**src/rtl/rtc_alarm_pkg.sv**
```systemverilog
package rtc_alarm_pkg;

  // strobes from control to datapath
  typedef struct packed {
    logic divStep;   // oscillator rising edge
    logic oscLvl;    // registered oscillator level
    logic evalAlarm; // seconds wrapped to 00
  } strobe_t;

  // comparison results from datapath to control
  typedef struct packed {
    logic minEq;
    logic hrEq;
    logic dayEq;
    logic dateEq;
  } match_t;

  typedef enum logic [1:0] {
    WAVE_SLOW  = 2'b00,
    WAVE_DIV8  = 2'b01,
    WAVE_DIV4  = 2'b10,
    WAVE_OSC   = 2'b11
  } wave_e;

  // reduce an hour register to 0..23
  function automatic logic [4:0] hourTo24(input logic [6:0] r);
    logic [4:0] ones;
    logic [4:0] h;
    ones = {1'b0, r[3:0]};
    if (r[6]) begin
      h = (r[4] ? 5'd10 : 5'd0) + ones;
      if (h == 5'd12) h = r[5] ? 5'd12 : 5'd0;
      else if (r[5]) h = h + 5'd12;
    end else begin
      h = (r[5] ? 5'd20 : (r[4] ? 5'd10 : 5'd0)) + ones;
    end
    return h;
  endfunction

endpackage

```
**src/rtl/rtc_alarm_dp.sv**
```systemverilog
module rtc_alarm_dp
  import rtc_alarm_pkg::*;
#(
  parameter int DIV_BITS = 15
) (
  input  logic       clk,
  input  logic       rstN,
  input  strobe_t    strb,
  input  logic [6:0] curMin,
  input  logic [6:0] curHour,
  input  logic [2:0] curDay,
  input  logic [5:0] curDate,
  input  logic [7:0] almMinReg,
  input  logic [7:0] almHourReg,
  input  logic [7:0] almDayReg,
  input  logic [1:0] rsSel,
  output match_t     match,
  output logic       waveOut
);

  localparam int SLOW_TAP = DIV_BITS - 1;

  logic [DIV_BITS-1:0] divCnt;
  logic [3:0]          taps;

  always_ff @(posedge clk) begin
    if (!rstN) divCnt <= '0;
    else if (strb.divStep) divCnt <= divCnt + 1'b1;
  end

  // tap vector indexed by rate code
  assign taps[WAVE_SLOW] = divCnt[SLOW_TAP];
  assign taps[WAVE_DIV8] = divCnt[2];
  assign taps[WAVE_DIV4] = divCnt[1];
  assign taps[WAVE_OSC]  = strb.oscLvl;

  generate
    if (DIV_BITS < 3) begin : g_bad
      initial $error("DIV_BITS must be at least 3");
    end
  endgenerate

  assign waveOut = taps[rsSel];

  logic [4:0] curH24;
  logic [4:0] almH24;
  assign curH24 = hourTo24(curHour);
  assign almH24 = hourTo24(almHourReg[6:0]);

  always_comb begin
    match.minEq  = (curMin == almMinReg[6:0]);
    match.hrEq   = (curH24 == almH24);
    match.dayEq  = ({1'b0, curDay} == almDayReg[3:0]);
    match.dateEq = (curDate == almDayReg[5:0]);
  end

endmodule

```
**src/rtl/rtc_alarm_ctrl.sv**
```systemverilog
module rtc_alarm_ctrl
  import rtc_alarm_pkg::*;
(
  input  logic    clk,
  input  logic    rstN,
  input  logic    oscIn,
  input  logic    minuteTick,
  input  logic    maskMin,
  input  logic    maskHour,
  input  logic    maskDay,
  input  logic    useDay,
  input  match_t  match,
  input  logic    waveOut,
  input  logic    intcn,
  input  logic    a2Ie,
  input  logic    a1Ie,
  input  logic    a1Flag,
  input  logic    a2FlagClr,
  output strobe_t strb,
  output logic    a2Flag,
  output logic    pinLowEn
);

  logic oscPrev;
  logic fieldHit;
  logic irqReq;

  always_ff @(posedge clk) begin
    if (!rstN) oscPrev <= 1'b0;
    else       oscPrev <= oscIn;
  end

  always_comb begin
    strb.divStep   = oscIn & ~oscPrev;
    strb.oscLvl    = oscPrev;
    strb.evalAlarm = minuteTick;
  end

  assign fieldHit = (maskMin  | match.minEq) &
                    (maskHour | match.hrEq)  &
                    (maskDay  | (useDay ? match.dayEq : match.dateEq));

  // set has priority over clear
  always_ff @(posedge clk) begin
    if (!rstN) a2Flag <= 1'b0;
    else if (strb.evalAlarm && fieldHit) a2Flag <= 1'b1;
    else if (a2FlagClr) a2Flag <= 1'b0;
  end

  assign irqReq = (a2Flag & a2Ie) | (a1Flag & a1Ie);

  always_ff @(posedge clk) begin
    if (!rstN) pinLowEn <= 1'b0;
    else       pinLowEn <= intcn ? irqReq : ~waveOut;
  end

endmodule

```
**src/rtl/rtc_alarm_out.sv**
```systemverilog
module rtc_alarm_out
  import rtc_alarm_pkg::*;
#(
  parameter int DIV_BITS = 15
) (
  input  logic       clk,
  input  logic       rstN,
  input  logic       oscIn,
  input  logic       minuteTick,
  input  logic [6:0] curMin,
  input  logic [6:0] curHour,
  input  logic [2:0] curDay,
  input  logic [5:0] curDate,
  input  logic [7:0] almMinReg,
  input  logic [7:0] almHourReg,
  input  logic [7:0] almDayReg,
  input  logic [1:0] rsSel,
  input  logic       intcn,
  input  logic       a2Ie,
  input  logic       a1Ie,
  input  logic       a1Flag,
  input  logic       a2FlagClr,
  output logic       a2Flag,
  output logic       pinLowEn
);

  strobe_t strb;
  match_t  match;
  logic    waveOut;

  rtc_alarm_dp #(.DIV_BITS(DIV_BITS)) u_dp (
    .clk(clk), .rstN(rstN), .strb(strb),
    .curMin(curMin), .curHour(curHour), .curDay(curDay), .curDate(curDate),
    .almMinReg(almMinReg), .almHourReg(almHourReg), .almDayReg(almDayReg),
    .rsSel(rsSel), .match(match), .waveOut(waveOut)
  );

  rtc_alarm_ctrl u_ctrl (
    .clk(clk), .rstN(rstN), .oscIn(oscIn), .minuteTick(minuteTick),
    .maskMin(almMinReg[7]), .maskHour(almHourReg[7]), .maskDay(almDayReg[7]),
    .useDay(almDayReg[6]), .match(match), .waveOut(waveOut),
    .intcn(intcn), .a2Ie(a2Ie), .a1Ie(a1Ie), .a1Flag(a1Flag),
    .a2FlagClr(a2FlagClr), .strb(strb), .a2Flag(a2Flag), .pinLowEn(pinLowEn)
  );

endmodule

```
**config.mk**
```make
export PLATFORM = sky130hd
export DESIGN_NAME = rtc_alarm_out
export DESIGN_NICKNAME = d
export VERILOG_FILES = /design/src/rtl/rtc_alarm_pkg.sv /design/src/rtl/rtc_alarm_dp.sv /design/src/rtl/rtc_alarm_ctrl.sv /design/src/rtl/rtc_alarm_out.sv
export SDC_FILE = /design/constraint.sdc
export NUM_CORES = 1
export LEC_CHECK = 0
export ABC_AREA = 1
export BUFFER_PORTS_ARGS = -buffer_cell sky130_fd_sc_hd__buf_2
export CAP_MARGIN = 20
export CORE_MARGIN = 3
export CORE_UTILIZATION = 55
export CTS_BUF_LIST = sky130_fd_sc_hd__clkbuf_4
export CTS_CLUSTER_SIZE = 10
export DETAILED_ROUTE_END_ITERATION = 16
export PLACE_DENSITY = 0.94
export SLEW_MARGIN = 20
export SYNTH_ARGS = -nofsm -noshare
export SYNTH_HDL_FRONTEND = slang
export SYNTH_SLANG_ARGS = --single-unit
```
**constraint.sdc**
```tcl
create_clock -name clk -period 5.1 [get_ports clk]
set_input_delay 0.51 -clock clk [delete_from_list [all_inputs] [get_ports clk]]
set_output_delay 0.51 -clock clk [all_outputs]
set_load 0.02 [all_outputs]
```
==> results.rst <==
.. list-table::
   :header-rows: 1

   * - Metric
     - Value
   * - Data arrival time of the critical path
     - 2.38 ns
   * - Final Core Density
     - 70.9%
   * - Ratio of cells with drive above 1 in the final layout
     - 22.0%
   * - Cells after Synth
     - 293
   * - Synth Net Count
     - 370
   * - Worst slew slack as a fraction of its limit
     - 81.1%
   * - Cells along the critical path
     - buf_2, ha_1, ha_1, inv_1, nand2_1, nand2_1, ha_1, nand2_1, o21ai_0, nand2_1, nand2_1, nand2_1, nand2_1, nand2_1, nor2_1, nand2_1, nand2_1, nand2_1, a21oi_1
   * - Core box area
     - 0.00313 sq mm
   * - Cell variety after synth
     - 30
   * - Yosys top cell by area
     - sky130_fd_sc_hd__dfxtp_1
   * - Area contributors post-synth
     - sky130_fd_sc_hd__dfxtp_1 (19%), sky130_fd_sc_hd__nand2_1 (15%), sky130_fd_sc_hd__ha_1 (12%), sky130_fd_sc_hd__inv_1 (9.3%), sky130_fd_sc_hd__nor2_1 (6.5%)
   * - Reg-to-reg slack, setup
     - 3.48 ns
   * - Diode insertion count for antenna repair
     - 0
   * - Largest net degree at the start of global routing
     - 12
   * - DR vias/cell
     - 4.99
   * - Warnings, synthesis
     - 0
   * - Highest Clock Rate
     - 467 MHz
   * - Most common cell after layout, fill and taps aside
     - sky130_fd_sc_hd__nand2_1
   * - Max Root-Sink Buffers
     - 2
   * - Reg2Reg Capture Point
     - u_dp.divCnt[12]$_SDFFE_PN0P_
   * - Global-route congestion overflow total
     - 0
   * - Fraction of synthesized cell area taken by the top area cell type
     - 19.5%
   * - Initial detailed-routing violation count
     - 71
   * - Largest incremental delay on the critical path
     - 0.27 ns
   * - H-tree lvl count
     - 1
   * - Standard-cell rows
     - 20
   * - Post-Place Cell Area
     - 0.00219 sq mm
   * - Die Y
     - 64.0 microns
   * - Area of the mapped netlist
     - 0.00185 sq mm
   * - Placement Setup Slack
     - 2.65 ns
   * - HPWL reported at the end of detailed placement
     - 3590 microns
   * - Crit. Startpoint
     - curHour[4]
   * - Hold Path Depth
     - 3
   * - Fraction of the yosys area taken by sequential cells
     - 19.5%
   * - Worst min-delay path endpoint
     - u_ctrl.oscPrev$_SDFF_PN0_
   * - Slew @ Worst Pin
     - 0.281 ns
   * - Final estimated routing congestion in global placement
     - 0.794
   * - Post-CTS Setup Repair Bufs
     - 0
   * - Startpoint of the lowest-slack hold path
     - oscIn
   * - Total stage count of the critical path
     - 19
   * - Count of TritonRoute iterations in the first routing pass
     - 4
   * - Number of max-slew violations in the final report
     - 0
   * - Antenna violations before repair
     - 0
   * - Total power per unit cell area
     - 161 mW/mm^2
   * - Setup crit end kind
     - flip-flop
   * - Clock Sinks
     - 18
   * - Count of unresolved DRC violations after routing
     - 0
   * - Final setup slack of the worst path
     - 2.96 ns
   * - Antenna Violating Nets Remaining
     - 0
   * - Count of hold-fix buffers inserted at cts
     - 0
   * - Final Cycle Share
     - 42.0%
   * - Starting density of the core
     - 59.1%
   * - Die span in x
     - 64.0 microns
   * - Total Nets Final
     - 432
   * - Crit path launch type
     - input pin
   * - Buffers on Ports
     - 59
   * - Total wire length after detailed routing
     - 4060 microns
   * - Post-route setup TNS
     - 0 ns
   * - Setup repair after global routing missed its margin
     - false
   * - Root Buffer
     - sky130_fd_sc_hd__clkbuf_4
   * - Via count
     - 1,985
   * - Vias in the first global route
     - 1,825
   * - Setup Viol. Count Final
     - 0
   * - Leakage dissipation
     - 1.17 nW
   * - Buffers & Inverters on Critical Path
     - 2
   * - Later-pin clock latency in the skew report
     - 0.30 ns
   * - Synthesized flop and latch total
     - 18
   * - Highest fanout seen on the critical path
     - 3
   * - Wire length per cell
     - 10.2 microns
   * - Final Hold Fails
     - 0
   * - Total clock buffers created by CTS
     - 3
   * - Most common cell type on the critical path
     - sky130_fd_sc_hd__nand2_1
   * - Result of the run
     - finished clean
   * - Avg Inst Size Synth
     - 6.31 sq um
   * - Final period demand of the worst path
     - 2.14 ns
   * - Commonest cells after routing, fill and taps aside
     - sky130_fd_sc_hd__nand2_1 (74), sky130_fd_sc_hd__buf_2 (59), sky130_fd_sc_hd__inv_1 (46)
   * - Layout overhead on the synthesized area
     - 20.0%
   * - Crit Reg-Reg Startpoint
     - u_ctrl.oscPrev$_SDFF_PN0_
   * - Final setup skew
     - 0.00790 ns
   * - Worst path slowest cell
     - sky130_fd_sc_hd__o21ai_0
   * - Number of filler instances in the final layout
     - 266
   * - Gr usage total
     - 20.2%
   * - Startpoint-to-endpoint class of the critical path
     - input pin to flip-flop
   * - Final-layout worst hold slack
     - 0.403 ns
   * - Count of cells along the worst register-to-register path
     - 10
   * - Cell family contributing the most delay on the critical path
     - simple AND/OR/NAND/NOR gates
   * - Path type of the worst min-delay path
     - input pin to flip-flop
   * - Maximum resistive drop on vdd
     - 64.6 uV
   * - Clock Pin Slew Worst Setup and Hold Paths
     - 0.09 ns
   * - Number of violations of the max-capacitance limit
     - 0
   * - Post-route standard cell area excluding fillers
     - 0.00222 sq mm
   * - TritonCTS clock tree
     - yes
   * - Data required time at the worst endpoint
     - 5.34 ns
   * - # resized after CTS
     - 0
   * - First-pass GRT wire length
     - 6910 microns
   * - Num ports
     - 60
   * - Die Area
     - 0.00409 sq mm
==> final cells by class <==
type | count | area [sq um] | area share, %
Multi-Input combinational cell | 225 | 1300 | 58.7
Timing Repair Buffer | 59 | 295 | 13.3
Clock buffer | 3 | 22.5 | 1.02
Inverter | 48 | 180 | 8.12
Clock inverter | 1 | 3.75 | 0.169
Sequential cell | 18 | 360 | 16.2
Tap cell | 44 | 55.1 | 2.48
==> cell usage after synthesis, drive strengths merged <==
| master | n |
|---|---|
| dfxtp | 18 |
| ha | 17 |
| nor3 | 4 |
| nor2 | 36 |
| nand4 | 5 |
| xor2 | 8 |
| nor4 | 3 |
| nand2 | 76 |
| inv | 48 |
| o21bai | 1 |
| clkbuf | 2 |
| o21ai | 15 |
| o22ai | 1 |
| mux2i | 1 |
| o211ai | 1 |
| or2 | 5 |
| a21oi | 13 |
| a311o | 1 |
| nand3 | 22 |
| nor3b | 1 |
| fa | 2 |
| o21a | 1 |
| a21o | 1 |
| xnor2 | 11 |
==> per-layer routing <==
metal / GRT usage, % / vias to the layer above / wire length [microns] / share of wire (%)
met1: 22.1 / 856 / 1660 / 41
met5: 0 / - / 0 / 0
met3: 3.69 / 12 / 249 / 6.1
met4: 6.74 / 0 / 86 / 2.1
met2: 38.3 / 59 / 2070 / 51
li1: - / 1058 / - / -
==> report_power, final <==
part | internal, W | switching, W | total, W
registers | 0.000143 | 0.00000146 | 0.000145
clock network | 0.0000286 | 0.0000447 | 0.0000733
logic | 0.0000629 | 0.0000769 | 0.000140
==> tightest hold or removal path, cell delays in order <==
cell                      delay (ns)
sky130_fd_sc_hd__buf_2          0.09
sky130_fd_sc_hd__nand2_1        0.04
sky130_fd_sc_hd__inv_1          0.04
==> registers in the layout, summed over array words and instances (netlist names) <==
| name | flops |
|---|---|
| u_ctrl.a2Flag | 1 |
| u_dp.divCnt | 15 |
| u_ctrl.pinLowEn | 1 |
| u_ctrl.oscPrev | 1 |
==> through the flow <==
step / instances / power, W
6_report: 398 / 0.000358
5_1_grt: 398 / 0.000387
4_1_cts: 398 / 0.000360
3_5_place_dp: 394 / 0.000288
3_3_place_gp: 394 / 0.000282
2_1_floorplan: 293 / 0.000241
==> kinds of logic (layout without fill, tap and decap cells) <==
| group | Yosys count | after routing | share of synthesized area [%] |
|---|---|---|---|
| fa+ha+maj | 19 | 19 | 13.7 |
| mux | 1 | 1 | 0.541 |
| flops | 18 | 18 | 19.5 |
| buf+inv | 50 | 111 | 10.1 |
| simple gates | 152 | 152 | 37.1 |
| xor+xnor | 19 | 19 | 9.00 |
| compound gates | 34 | 34 | 10.1 |
==> how the worst max path moves through the flow <==
stage	end	slack [ns]
5_1_grt	u_ctrl.a2Flag$_SDFFE_PN0P_	2.74
3_3_place_gp	u_ctrl.a2Flag$_SDFFE_PN0P_	2.71
2_1_floorplan	u_ctrl.a2Flag$_SDFFE_PN0P_	2.98
3_5_place_dp	u_ctrl.a2Flag$_SDFFE_PN0P_	2.65
4_1_cts	u_ctrl.a2Flag$_SDFFE_PN0P_	2.97
6_report	u_ctrl.a2Flag$_SDFFE_PN0P_	2.96
(Power assumes the default switching activity.)
